<file path="config.mk">
export PLATFORM = sky130hd
export DESIGN_NAME = intr_front_end
export DESIGN_NICKNAME = d
export VERILOG_FILES = /design/src/rtl/intr_pkg.sv /design/src/rtl/intr_sync_chain.sv /design/src/rtl/intr_nmi_latch.sv /design/src/rtl/intr_poll_arb.sv /design/src/rtl/intr_front_end.sv
export SDC_FILE = /design/constraint.sdc
export NUM_CORES = 1
export LEC_CHECK = 0
export ABC_AREA = 1
export BUFFER_PORTS_ARGS = -buffer_cell sky130_fd_sc_hd__buf_2
export CORE_AREA = 3 3 40 42
export DETAILED_ROUTE_END_ITERATION = 16
export DIE_AREA = 0 0 43 45
export MAX_ROUTING_LAYER = met4
export PLACE_DENSITY = 0.49
export SLEW_MARGIN = 20
export SYNTH_ARGS = -nofsm -noshare
export SYNTH_HDL_FRONTEND = slang
export SYNTH_SLANG_ARGS = --single-unit
</file>
<file path="constraint.sdc">
create_clock -name clk -period 1.7 [get_ports clk]
set_input_delay 0.17 -clock clk [delete_from_list [all_inputs] [get_ports clk]]
set_output_delay 0.17 -clock clk [all_outputs]
set_load 0.1 [all_outputs]
</file>
<file path="src/rtl/intr_pkg.sv">
package intr_pkg;
  localparam int unsigned SYNC_STAGES_DEF = 2;

  typedef enum logic [1:0] {
    POLL_NONE = 2'd0,
    POLL_NMI  = 2'd1,
    POLL_IRQ  = 2'd2
  } poll_pick_e;
endpackage

</file>
<file path="src/rtl/intr_sync_chain.sv">
module intr_sync_chain #(
  parameter int unsigned WIDTH  = 2,
  parameter int unsigned STAGES = 2
) (
  input  logic             clk,
  input  logic             rst_n,
  input  logic [WIDTH-1:0] din,
  output logic [WIDTH-1:0] dout
);
  localparam int unsigned LAST = STAGES - 1;

  logic [WIDTH-1:0] stage_q [STAGES];

  // Stages reset to the inactive (high) level of the active-low pins.
  generate
    for (genvar s = 0; s < STAGES; s++) begin : g_stage
      always_ff @(posedge clk) begin
        if (!rst_n) begin
          stage_q[s] <= '1;
        end else if (s == 0) begin
          stage_q[s] <= din;
        end else begin
          stage_q[s] <= stage_q[(s == 0) ? 0 : s-1];
        end
      end
    end
  endgenerate

  assign dout = stage_q[LAST];
endmodule

</file>
<file path="src/rtl/intr_nmi_latch.sv">
module intr_nmi_latch (
  input  logic clk,
  input  logic rst_n,
  input  logic smp_en,
  input  logic pin_sync_n,
  input  logic clr,
  output logic edge_now,
  output logic pend
);
  logic last_q;
  logic primed_q;

  // A low sample counts as an edge only when the previous sample was high,
  // and only once the first sample after reset has recorded the pin level.
  assign edge_now = smp_en && primed_q && last_q && !pin_sync_n;

  always_ff @(posedge clk) begin
    if (!rst_n) begin
      last_q   <= 1'b1;
      primed_q <= 1'b0;
      pend     <= 1'b0;
    end else begin
      if (smp_en) begin
        last_q   <= pin_sync_n;
        primed_q <= 1'b1;
      end
      // A new edge has priority over the clear.
      pend <= edge_now | (pend & ~clr);
    end
  end
endmodule

</file>
<file path="src/rtl/intr_poll_arb.sv">
module intr_poll_arb
  import intr_pkg::*;
(
  input  logic clk,
  input  logic rst_n,
  input  logic poll,
  input  logic nmi_hit,
  input  logic irq_sync_n,
  input  logic irq_disable,
  output logic start_nmi,
  output logic start_irq
);
  poll_pick_e pick;

  always_comb begin
    pick = POLL_NONE;
    if (poll) begin
      if (nmi_hit)                          pick = POLL_NMI;
      else if (!irq_sync_n && !irq_disable) pick = POLL_IRQ;
    end
  end

  always_ff @(posedge clk) begin
    if (!rst_n) begin
      start_nmi <= 1'b0;
      start_irq <= 1'b0;
    end else begin
      start_nmi <= (pick == POLL_NMI);
      start_irq <= (pick == POLL_IRQ);
    end
  end
endmodule

</file>
<file path="src/rtl/intr_front_end.sv">
module intr_front_end
  import intr_pkg::*;
#(
  parameter int unsigned SYNC_STAGES = SYNC_STAGES_DEF
) (
  input  logic clk,
  input  logic rst_n,
  input  logic nmi_n,
  input  logic irq_n,
  input  logic irq_disable,
  input  logic ph2_fall,
  input  logic instr_end,
  input  logic seq_ack,
  output logic start_nmi,
  output logic start_irq
);
  localparam int unsigned NPINS = 2;

  logic [NPINS-1:0] pins_sync;
  logic             nmi_edge;
  logic             nmi_pend;
  logic             poll;

  intr_sync_chain #(.WIDTH(NPINS), .STAGES(SYNC_STAGES)) u_sync (
    .clk   (clk),
    .rst_n (rst_n),
    .din   ({irq_n, nmi_n}),
    .dout  (pins_sync)
  );

  intr_nmi_latch u_nmi (
    .clk        (clk),
    .rst_n      (rst_n),
    .smp_en     (ph2_fall),
    .pin_sync_n (pins_sync[0]),
    .clr        (seq_ack),
    .edge_now   (nmi_edge),
    .pend       (nmi_pend)
  );

  assign poll = ph2_fall & instr_end;

  intr_poll_arb u_arb (
    .clk         (clk),
    .rst_n       (rst_n),
    .poll        (poll),
    .nmi_hit     (nmi_pend | nmi_edge),
    .irq_sync_n  (pins_sync[1]),
    .irq_disable (irq_disable),
    .start_nmi   (start_nmi),
    .start_irq   (start_irq)
  );
endmodule

</file>
Word-level counts from Yosys, hierarchy flattened
Memories as Yosys holds them, arrays and structs flattened.
Index checks and enable logic that the tools add are counted.

storage, ports and cells
  bits in registers = 5
  latch bits = 0
  bits in writable memories = 4
  memory bits (read-only) = 0
  input bits = 8
  output and inout bits = 2
  logic and storage cells = 29
  memories kept = 1

cells by class
  add/subtract/negate cells = 0
  multiply operators = 0
  divide/modulo/power cells = 0
  magnitude comparators = 0
  equality and inequality tests = 2
  shift operators = 0
  multiplexer cells = 7
  bitwise logic cells = 7
  reduce and logical (&&, ||, !) cells = 7

memory list
  memory          words  width  read ports  clocked after memory_dff  write ports  line                   text
  u_sync.stage_q  2      2      2           0                         2            intr_sync_chain.sv:12  logic [WIDTH-1:0] stage_q [STAGES];

operator list
  operator              number
  $mux W2               5
  $logic_and A1 B1 Y1   4
  $or A1 B1 Y1          4
  $logic_not A1 Y1      3
  $and A1 B1 Y1         2
  $eq A2 B1 Y1 const B  1
  $eq A2 B2 Y1 const B  1
  $mux W1               2
  $not A1 Y1            1

Depth between registers and ports, before layout
  word-level depth = 7
  depth in mapped cells = 5
  depth with buffers taken out = 5

Hierarchy
A second synthesis with hierarchy kept.

unflattened totals
  cell total of the unflattened synthesis = 44
  area, all modules = 324.1 um^2

by module, submodules not included
  module           times used  cells each  area each (um^2)  sequential area each (um^2)
  intr_nmi_latch   1           17          123.9             60.1
  intr_sync_chain  1           12          110.1             80.1
  intr_poll_arb    1           10          71.3              40.0
  intr_front_end   1           5           18.8              0.0

Least setup slack after synthesis
No wires, ideal clock.

  path kind = register to output
  start = register u_arb.start_irq
  end = output port start_irq
  arrival = 0.909 ns
  data required time = 1.530 ns
  path slack = 0.621 ns
  cell stages (with the launch flop) = 1
  path buffers = 0
  cell sequence = dfxtp_1

RTL lines
  element                 line                  text
  start, declared         intr_poll_arb.sv:11   output logic start_irq
  start signal, assigned  intr_poll_arb.sv:29   start_irq <= (pick == POLL_IRQ);
  end, declared           intr_front_end.sv:15  output logic start_irq

No word-level cell between the ends.

Final worst setup path
  start = register u_arb.start_nmi
  end = output port start_nmi

RTL lines
  element                 line                  text
  start, declared         intr_poll_arb.sv:10   output logic start_nmi,
  start signal, assigned  intr_poll_arb.sv:28   start_nmi <= (pick == POLL_NMI);
  end, declared           intr_front_end.sv:14  output logic start_nmi,

No word-level cell between the ends.

==> key figures <==
Setup path
  – CP max FO: 1
  – Crit. End Element: output port
  – CP max stage delay: 0.41 ns
  – Critical path, cell by cell: buf_2
  – Slowest cell on the critical path: buf_2
  – Delay-heaviest family, CP: buffers and inverters
  – Worst setup SP type: register
  – CP Class: register to output port
  – CP bufs+invs: 1
  – CP arrival: 0.97 ns
  – Crit path required time: 1.53 ns
  – Reg2Reg Setup Slack: 0.98 ns

Global route
  – GR Util met3: 2.39%
  – Most crowded layer after global routing: met4
  – Global-route wire length before repair: 745 um
  – Met1 usage: 6.34%
  – Initial antenna violation count: 0
  – Total GRT Usage: 6.12%
  – Largest net degree at the start of global routing: 8
  – Vias in the first global route: 193
  – Final global-route overflow total: 0
  – Met2 Use GR: 7.19%

Timing
  – Clock period minus worst slack: 1.14 ns
  – Crit share post-route: 67.3%
  – Max Freq: 0.873 GHz
  – Setup ws final: 0.555 ns
  – RSZ-0062 raised after global routing: no
  – TNS Setup: 0 ns
  – Final setup violating endpoints: 0
  – Fin. Hold Viols: 0
  – Max_slew headroom: 68.0%
  – Fin. max-slew vios: 0
  – Worst-Margin Slew: 0.484 ns
  – Clk_skew: 0.00600 ns

Clocking
  – Htree depth: 1
  – CTS tree: done
  – Post_cts resized: 0
  – Post-CTS Setup Inserts: 0
  – Clock buffer depth: 2
  – Worst-Skew Late Latency: 0.26 ns
  – CTS clock-pin slew for the worst setup and hold paths: 0.06 ns
  – Total CTS buffers: 3
  – CTS Sinks: 9
  – CTS Hold Bufs: 0
  – Clock root buffer: clkbuf_4

Outcome
  – Status: completed

Placed design
  – DP Area: 357 um^2
  – DP Worst Slack: 0.837 ns
  – Port bufs: 9
  – Final HPWL from detailed placement: 351 um
  – Routability Congestion: 0.609

Logic synthesis
  – Avg Synthesized Cell Area: 8.61 um^2
  – Synth Register Bits: 9
  – Synth area leader: dfxtp_1
  – Unique masters post-synth: 9
  – Post-synthesis sequential area ratio: 61.5%
  – Area share of the largest cell type after synthesis: 61.5%
  – Syn Inst Count: 34
  – Mapped Area: 293 um^2
  – Ys Warns: 0
  – Syn Nets: 42
  – Ranking of synthesized cells by area: dfxtp_1, or2_2, inv_1

Route
  – Drt wl/cell: 7.68 um
  – DRT iter0 DRCs: 0
  – WL final: 476 um
  – Post-DR vias/cell: 3.68
  – Post-route DRC: 0
  – Antenna Nets Post-Route: 0
  – Via count: 228
  – Pre-antenna DRT Iters: 1

Die
  – IO Pins: 10
  – Die Span Y: 45 um
  – Core ar.: 1280 um^2
  – Row Count: 13
  – Die Area: 1940 um^2
  – Die Wd: 43 um
  – Starting density of the core: 22.8%

Flow run
  – Max Cap Viol: 0

Power and ir drop
  – Seq pwr share: 53.6%
  – Leakage: 0.201 nW
  – Sw Pwr: 90.7 uW
  – Combinational Power Share: 5.9%
  – Maximum vdd drop: 266 uV
  – Clock Power Share: 40.4%
  – Sw Share: 22.0%
  – Power Density: 1080 nW/um^2
  – Pint: 321 uW

Min path
  – Hold crit path type: input pin to register

Cells and area
  – # diodes: 0
  – Final Cell Area: 383 um^2
  – # fillers: 142
  – Share of cells above drive strength 1: 36.2%
  – Final nets: 56
  – Area Growth Syn to Fin: 30.8%
final cells by class:
type                       count  area, um^2  share of cell area, %
sequential                     9         180                   47.1
multi-input combinational     19        90.1                   23.5
timing repair buffer           9        45.0                   11.8
clock buffer                   4        26.3                   6.86
inverter                       6        22.5                   5.88
tap                           15        18.8                   4.90
registers in the layout, indices dropped and copies added, names as in the netlist:
| signal | cells |
|---|---|
| u_arb.start_nmi | 1 |
| u_arb.start_irq | 1 |
| u_nmi.primed_q | 1 |
| u_nmi.last_q | 1 |
| u_sync.stage_q | 4 |
| u_nmi.pend | 1 |
worst paths after layout:
path	cells past startpoint	from	to
worst max register to register	5	u_nmi.last_q	u_arb.start_irq
worst min-delay path	2	nmi_n	u_sync.stage_q[0][0]
worst min register to register	1	u_sync.stage_q[0][1]	u_sync.stage_q[1][1]
worst max-delay path	1	u_arb.start_nmi	start_nmi
per-stage QoR:
step	hold WS [ns]	utilization, %	cells	power, mW
finish	0.0881	29.8	62	0.412
global route	0.0827	29.8	62	0.435
CTS	0.0765	29.8	62	0.424
detailed placement	0.358	27.8	58	0.251
global placement	0.355	27.8	58	0.250
floorplan	0.277	-	34	0.239
cell usage in the layout (no fill, tap or decap), drive strengths merged:
| cell | count |
|---|---|
| clkbuf | 4 |
| nand3 | 1 |
| dfxtp | 9 |
| inv | 6 |
| nor2 | 5 |
| buf | 9 |
| a21oi | 3 |
| or2 | 4 |
| nand2 | 5 |
| o21ai | 1 |
cells by family after synthesis:
family / Yosys count / share of synthesized area, %
AO/OA/AOI/OAI: 4 / 6.83
buffers and inverters: 6 / 7.69
flip-flops: 9 / 61.5
AND/OR/NAND/NOR: 15 / 23.9
layer usage:
| layer | wire length, um | vias up | part of all wire (%) |
|---|---|---|---|
| met3 | 34 | 2 | 7.1 |
| met1 | 234 | 93 | 49 |
| met5 | 0 | - | 0 |
| met4 | 4 | 0 | 0.84 |
| li1 | - | 126 | - |
| met2 | 202 | 7 | 42 |
power groups by stage:
stage	sequential [mW]	combinational [mW]	clock (mW)
after floorplan	0.227	0.0120	0
after global routing	0.222	0.0279	0.185
after detailed placement	0.226	0.0250	0
final	0.221	0.0245	0.167
after CTS	0.221	0.0250	0.178
after global placement	0.226	0.0245	0
cells in the mapped netlist:
library cell,instances
dfxtp_1,9
inv_1,6
nor2_1,5
nand2_1,4
or2_2,4
a21oi_1,3
nand2_2,1
nand3_1,1
o21ai_0,1
No activity file was read; power rests on OpenSTA's default activity.
